**config.mk**
```make
export PLATFORM = sky130hd
export DESIGN_NAME = amem_ctrl
export DESIGN_NICKNAME = d
export VERILOG_FILES = /design/src/rtl/amem_pkg.sv /design/src/rtl/amem_cfg_decode.sv /design/src/rtl/amem_seq.sv /design/src/rtl/amem_rdcap.sv /design/src/rtl/amem_ctrl.sv
export SDC_FILE = /design/constraint.sdc
export NUM_CORES = 1
export LEC_CHECK = 0
export BUFFER_PORTS_ARGS = -buffer_cell sky130_fd_sc_hd__buf_4
export CORE_MARGIN = 2
export CORE_UTILIZATION = 47
export DETAILED_ROUTE_END_ITERATION = 8
export GPL_TIMING_DRIVEN = 0
export HOLD_SLACK_MARGIN = 0.05
export PLACE_DENSITY = 0.77
export SYNTH_ARGS = -nofsm -noshare
export SYNTH_HDL_FRONTEND = slang
export SYNTH_SLANG_ARGS = --single-unit
```
**constraint.sdc**
```tcl
create_clock -name clk -period 2.19 [get_ports clk]
set_input_delay 0.1095 -clock clk [delete_from_list [all_inputs] [get_ports clk]]
set_output_delay 0.1095 -clock clk [all_outputs]
set_load 0.03 [all_outputs]
```
**src/rtl/amem_pkg.sv**
```systemverilog
package amem_pkg;
  localparam int SETUP_W  = 4;
  localparam int STROBE_W = 6;
  localparam int HOLD_W   = 3;
  localparam int TURN_W   = 2;
  localparam int CNT_W    = STROBE_W;

  // field LSB positions inside the configuration word
  localparam int WS_LSB  = 26;
  localparam int WST_LSB = 20;
  localparam int WH_LSB  = 17;
  localparam int RS_LSB  = 13;
  localparam int RST_LSB = 7;
  localparam int RH_LSB  = 4;
  localparam int TA_LSB  = 2;
  localparam int WID_LSB = 0;

  typedef enum logic [2:0] {
    ST_IDLE, ST_TURN, ST_SETUP, ST_STROBE, ST_HOLD
  } amem_state_t;

  typedef struct packed {
    logic [SETUP_W-1:0]  setup;
    logic [STROBE_W-1:0] strobe;
    logic [HOLD_W-1:0]   hold;
  } amem_phase_t;
endpackage

```
**src/rtl/amem_cfg_decode.sv**
```systemverilog
module amem_cfg_decode
  import amem_pkg::*;
(
  input  logic [31:0]       cfg_word,
  output amem_phase_t       wr_phase,
  output amem_phase_t       rd_phase,
  output logic [TURN_W-1:0] turn_cnt,
  output logic              wide
);
  logic unused_cfg_bits;
  assign unused_cfg_bits = ^cfg_word[31:WS_LSB+SETUP_W];

  assign wr_phase.setup  = cfg_word[WS_LSB  +: SETUP_W];
  assign wr_phase.strobe = cfg_word[WST_LSB +: STROBE_W];
  assign wr_phase.hold   = cfg_word[WH_LSB  +: HOLD_W];
  assign rd_phase.setup  = cfg_word[RS_LSB  +: SETUP_W];
  assign rd_phase.strobe = cfg_word[RST_LSB +: STROBE_W];
  assign rd_phase.hold   = cfg_word[RH_LSB  +: HOLD_W];
  assign turn_cnt        = cfg_word[TA_LSB  +: TURN_W];
  assign wide            = (cfg_word[WID_LSB +: 2] != 2'd0);
endmodule

```
**src/rtl/amem_seq.sv**
```systemverilog
module amem_seq
  import amem_pkg::*;
(
  input  logic              clk,
  input  logic              rst_n,
  input  logic              req_valid,
  input  logic              req_write,
  input  logic              req_more,
  input  amem_phase_t       wr_phase,
  input  amem_phase_t       rd_phase,
  input  logic [TURN_W-1:0] turn_cnt,
  output logic              req_ready,
  output logic              accept,
  output amem_state_t       state,
  output logic              cur_wr,
  output logic              strobe_last
);
  logic [CNT_W-1:0] cnt;
  logic             cur_more;
  logic             have_prev;
  amem_phase_t      cur_ph;
  amem_phase_t      nxt_ph;
  logic             cnt_zero;
  logic             need_turn;

  assign cnt_zero    = (cnt == '0);
  assign cur_ph      = cur_wr ? wr_phase : rd_phase;
  assign nxt_ph      = req_write ? wr_phase : rd_phase;
  assign need_turn   = have_prev && (req_write != cur_wr);
  assign req_ready   = (state == ST_IDLE) || (state == ST_HOLD && cnt_zero && cur_more);
  assign accept      = req_valid && req_ready;
  assign strobe_last = (state == ST_STROBE) && cnt_zero;

  always_ff @(posedge clk or negedge rst_n) begin
    if (!rst_n) begin
      state     <= ST_IDLE;
      cnt       <= '0;
      cur_wr    <= 1'b0;
      cur_more  <= 1'b0;
      have_prev <= 1'b0;
    end else if (accept) begin
      cur_wr    <= req_write;
      cur_more  <= req_more;
      have_prev <= 1'b1;
      if (need_turn) begin
        state <= ST_TURN;
        cnt   <= CNT_W'(turn_cnt);
      end else begin
        state <= ST_SETUP;
        cnt   <= CNT_W'(nxt_ph.setup);
      end
    end else begin
      unique case (state)
        ST_TURN: begin
          if (cnt_zero) begin
            state <= ST_SETUP;
            cnt   <= CNT_W'(cur_ph.setup);
          end else cnt <= cnt - 1'b1;
        end
        ST_SETUP: begin
          if (cnt_zero) begin
            state <= ST_STROBE;
            cnt   <= CNT_W'(cur_ph.strobe);
          end else cnt <= cnt - 1'b1;
        end
        ST_STROBE: begin
          if (cnt_zero) begin
            state <= ST_HOLD;
            cnt   <= CNT_W'(cur_ph.hold);
          end else cnt <= cnt - 1'b1;
        end
        ST_HOLD: begin
          if (cnt_zero) state <= ST_IDLE;
          else          cnt   <= cnt - 1'b1;
        end
        default: state <= ST_IDLE;
      endcase
    end
  end
endmodule

```
**src/rtl/amem_rdcap.sv**
```systemverilog
module amem_rdcap #(
  parameter int DATA_W = 16
) (
  input  logic              clk,
  input  logic              rst_n,
  input  logic              capture,
  input  logic              wide,
  input  logic [DATA_W-1:0] bus_din,
  output logic              rsp_valid,
  output logic [DATA_W-1:0] rsp_rdata
);
  localparam int NARROW_W = DATA_W / 2;

  always_ff @(posedge clk or negedge rst_n) begin
    if (!rst_n) begin
      rsp_valid <= 1'b0;
      rsp_rdata <= '0;
    end else begin
      rsp_valid <= capture;
      if (capture)
        rsp_rdata <= wide ? bus_din : DATA_W'(bus_din[NARROW_W-1:0]);
    end
  end
endmodule

```
**src/rtl/amem_ctrl.sv**
```systemverilog
module amem_ctrl
  import amem_pkg::*;
#(
  parameter int ADDR_W = 20,
  parameter int DATA_W = 16
) (
  input  logic              clk,
  input  logic              rst_n,
  input  logic [31:0]       cfg,
  input  logic              req_valid,
  output logic              req_ready,
  input  logic [ADDR_W-1:0] req_addr,
  input  logic              req_write,
  input  logic [DATA_W-1:0] req_wdata,
  input  logic              req_more,
  output logic              rsp_valid,
  output logic [DATA_W-1:0] rsp_rdata,
  output logic              bus_cs_n,
  output logic              bus_we_n,
  output logic              bus_oe_n,
  output logic [ADDR_W-1:0] bus_addr,
  output logic [DATA_W-1:0] bus_dout,
  output logic              bus_doe,
  input  logic [DATA_W-1:0] bus_din
);
  localparam int NARROW_W = DATA_W / 2;

  amem_phase_t       wr_phase, rd_phase;
  logic [TURN_W-1:0] turn_cnt;
  logic              wide;
  logic              accept;
  amem_state_t       state;
  logic              cur_wr;
  logic              strobe_last;
  logic              active;
  logic [ADDR_W-1:0] addr_q;
  logic [DATA_W-1:0] dout_q;

  amem_cfg_decode u_dec (
    .cfg_word (cfg),
    .wr_phase (wr_phase),
    .rd_phase (rd_phase),
    .turn_cnt (turn_cnt),
    .wide     (wide)
  );

  amem_seq u_seq (
    .clk         (clk),
    .rst_n       (rst_n),
    .req_valid   (req_valid),
    .req_write   (req_write),
    .req_more    (req_more),
    .wr_phase    (wr_phase),
    .rd_phase    (rd_phase),
    .turn_cnt    (turn_cnt),
    .req_ready   (req_ready),
    .accept      (accept),
    .state       (state),
    .cur_wr      (cur_wr),
    .strobe_last (strobe_last)
  );

  amem_rdcap #(.DATA_W(DATA_W)) u_rd (
    .clk       (clk),
    .rst_n     (rst_n),
    .capture   (strobe_last && !cur_wr),
    .wide      (wide),
    .bus_din   (bus_din),
    .rsp_valid (rsp_valid),
    .rsp_rdata (rsp_rdata)
  );

  always_ff @(posedge clk or negedge rst_n) begin
    if (!rst_n) begin
      addr_q <= '0;
      dout_q <= '0;
    end else if (accept) begin
      addr_q <= req_addr;
      dout_q <= wide ? req_wdata : DATA_W'(req_wdata[NARROW_W-1:0]);
    end
  end

  assign active   = (state == ST_SETUP) || (state == ST_STROBE) || (state == ST_HOLD);
  assign bus_cs_n = !active;
  assign bus_we_n = !((state == ST_STROBE) && cur_wr);
  assign bus_oe_n = !((state == ST_STROBE) && !cur_wr);
  assign bus_doe  = active && cur_wr;
  assign bus_addr = addr_q;
  assign bus_dout = dout_q;
endmodule

```
==> results_dict.tcl <==
set metrics [dict create \
    ys.flop_type "dfrtp_1" \
    rr_startpoint "u_seq.cnt[0]" \
    tightest_slew_ns 0.8550 \
    holdPathStages 3 \
    nFillCells 453 \
    setup_viol 0 \
    critPathArrivalTime_ns 2.28 \
    slew_headroom 0.4300 \
    grt_pass1_vias 3334 \
    setup_tns_ns 0 \
    numCtsBuffers 9 \
    status "complete, no violations" \
    slowest_delay_ns 0.43 \
    grt_overflow 0 \
    clock_skew_ns 0.01028 \
    die_w_microns 86.39 \
    ys_seq_elements 65 \
    fin_crit_ns 2.064 \
    end_kind "register" \
    ys_async_sr_fraction 1.000 \
    htreeDepth 3 \
    antenna-diode-count 0 \
    synth.cell_area_sq_mm 0.003191 \
    portBuffers 144 \
    synthTopCellsByArea "dfrtp_1, mux2_2, nand2_1, o21ai_0, mux2i_1" \
    die_y_microns 86.39 \
    critPathMaxFanout 10 \
    hold_violations 0 \
    peakVddDrop_v 0.0008990 \
    grt_first_pass_wirelength_mm 16.32 \
    fin_crit_sh 0.9426 \
    rr_worst_depth 7 \
    dr.pass1.iters 4 \
    fin_ws_ns 0.1256 \
    worstReg2RegEnd "bus_addr[10]" \
    yosysWarningCount 0 \
    place_hpwl_mm 6.452 \
    postCtsSetupBuffers 0 \
    leakagePower_nw 2.461 \
    postRouteAntennaNets 0 \
    routed_wl_mm 10.20 \
    initial_utilization 0.4775 \
    cp_cell_sequence "inv_1 > ha_1 > nor2b_4 > a31oi_2 > nor2_4 > buf_4 > mux2_2" \
    grt_antenna_before_repair 0 \
    die_area_sq_mm 0.007463 \
    ys_types 48 \
    synth_nets 385 \
    critPathTopFamily "simple AND/OR/NAND/NOR gates" \
    multi_input_area_sq_mm 0.001458 \
    dp_slack_ns -0.1494 \
    power_density_mw_per_mm2 1401 \
    clock.fmax_mhz 484.4 \
    ios 147 \
    track_usage 0.2873 \
    grt_max_degree 66 \
    root_buffer "clkbuf_8" \
    syn_inst 294 \
    ff2ff_setup_slack_ns 0.13 \
    cp.required_ns 2.40 \
    wl_per_cell_microns 17.38 \
    drt_first_iter_violations 142 \
    clockBufferDepth 2 \
    finalNetCount 594 \
    crit_slowest_cell "dfrtp_1" \
    num_vias 3165 \
    tritoncts "done" \
    vias_per_cell 5.392 \
    power_w 0.007192 \
    path_class "register to register" \
    core_sq_mm 0.006681 \
    synth_area_leader_cell "dfrtp_1" \
    maxSlewViolCount 0 \
    seq_area_sq_mm 0.001627 \
    cts.sinks 65 \
    hold_start "cfg[2]" \
    synth_edf_count 0 \
    clk_latency_ns 0.34 \
    drive_above_1_share 0.4320 \
    drc 0 \
    crit_buf_inv 2 \
    gp_congestion 0.9284 \
    drv_cap 0 \
    whs_endpoint "u_seq.cnt[0]" \
    clk_pin_slew_ns 0.07 \
    avgSynthCellArea_sq_um 10.85 \
    area_delta_synth_final_pct 60.90 \
    rows 30 \
    hold_class "input port to register" \
    ys_seq_area_frac 0.5098 \
    start_kind "register" \
    yosysTopAreaCellShare 0.5098 \
]
## power breakdown
group | switching [W] | leakage, nW | internal (W)
clock | 0.000475 | 0.0981 | 0.000548
sequential | 0.000400 | 0.772 | 0.00177
combinational | 0.00230 | 1.59 | 0.00170
## logic make-up after synthesis
family,after synthesis,synth area share
simple gates,82,0.1208
fa+ha+maj,2,0.007842
flops,65,0.5098
xor+xnor,5,0.01373
mux,52,0.1863
compound gates,61,0.1208
buf+inv,27,0.04078
## cell usage after synthesis (4+ instances only)
cell	instances
dfrtp_1	65
nor3_1	8
o21ai_0	27
nand2b_1	5
a21oi_1	7
nor2_1	6
inv_1	8
mux2i_1	11
buf_4	4
o22ai_1	4
nand2_1	40
nand3_1	10
clkbuf_1	9
mux2_2	37
buf_2	5
## worst min-delay path, cell delays in order
cell	delay, ns
buf_4	0.08
o211ai_1	0.08
o21ai_0	0.08
## cells in the final DEF (no fill, tap or decap), types with 3 or more instances in the layout
| master | n |
|---|---|
| buf_2 | 5 |
| nand2_1 | 40 |
| mux2i_1 | 11 |
| mux2_4 | 3 |
| o21ai_0 | 27 |
| xnor2_1 | 3 |
| clkbuf_1 | 8 |
| nor3_1 | 7 |
| dlygate4sd3_1 | 54 |
| mux2_2 | 37 |
| buf_4 | 149 |
| clkbuf_8 | 10 |
| nand3_1 | 10 |
| o211ai_1 | 3 |
| nor2_1 | 6 |
| inv_1 | 8 |
| dfrtp_1 | 65 |
| o22ai_1 | 4 |
| nand2b_1 | 5 |
| a21oi_1 | 7 |
## worst max path at each step
stage,start,end,slack [ns],depth (start not counted)
after global placement,u_seq.cnt[0],bus_addr[1],-0.14,7
after CTS,u_seq.cnt[0],req_ready,0.06,7
after detailed placement,u_seq.cnt[0],bus_addr[8],-0.15,7
after global routing,u_seq.cnt[0],bus_addr[10],-0.001,7
final,u_seq.cnt[0],bus_addr[10],0.13,7
after floorplan,u_seq.cnt[0],req_ready,0.25,6
## metrics by stage
step	std cells	hold WS [ns]	instance area [sq um]	util
floorplan	294	-0.1861	3191	-
global placement	518	0.2634	4372	0.6543
detailed placement	518	0.2766	4372	0.6543
CTS	587	0.05706	5121	0.7665
global route	587	0.08149	5134	0.7684
finish	587	0.06177	5134	0.7684
## flip-flops by register name, indices dropped and copies added, names as in the netlist
| name | cells |
|---|---|
| u_seq.state | 3 |
| u_seq.have_prev | 1 |
| u_seq.cnt | 6 |
| u_seq.cur_more | 1 |
| u_rd.rsp_rdata | 16 |
| bus_dout | 16 |
| u_rd.rsp_valid | 1 |
| u_seq.cur_wr | 1 |
| bus_addr | 20 |
## routing by layer
| layer | track usage | vias to the layer above | share of wire |
|---|---|---|---|
| met5 | 0 | - | 0 |
| met3 | 0.09619 | 22 | 0.068 |
| li1 | - | 1462 | - |
| met2 | 0.4853 | 141 | 0.52 |
| met4 | 0.08523 | 0 | 0.020 |
| met1 | 0.3504 | 1540 | 0.40 |
## area by class of cell
type | count | area share
flip-flops and latches | 65 | 0.3168
repair buffers | 198 | 0.3159
plain buffers | 19 | 0.02023
multi-input cells | 202 | 0.2839
clock buffers | 10 | 0.02681
inverters | 8 | 0.005849
clock inverters | 5 | 0.01097
well taps | 80 | 0.01950
## repair_timing
item	in CTS	in global routing
setup endpoints to repair	27	30
hold buffers	54	0
resized for setup	4	5
hold endpoints to repair	118	0
(Power assumes the default switching activity.)
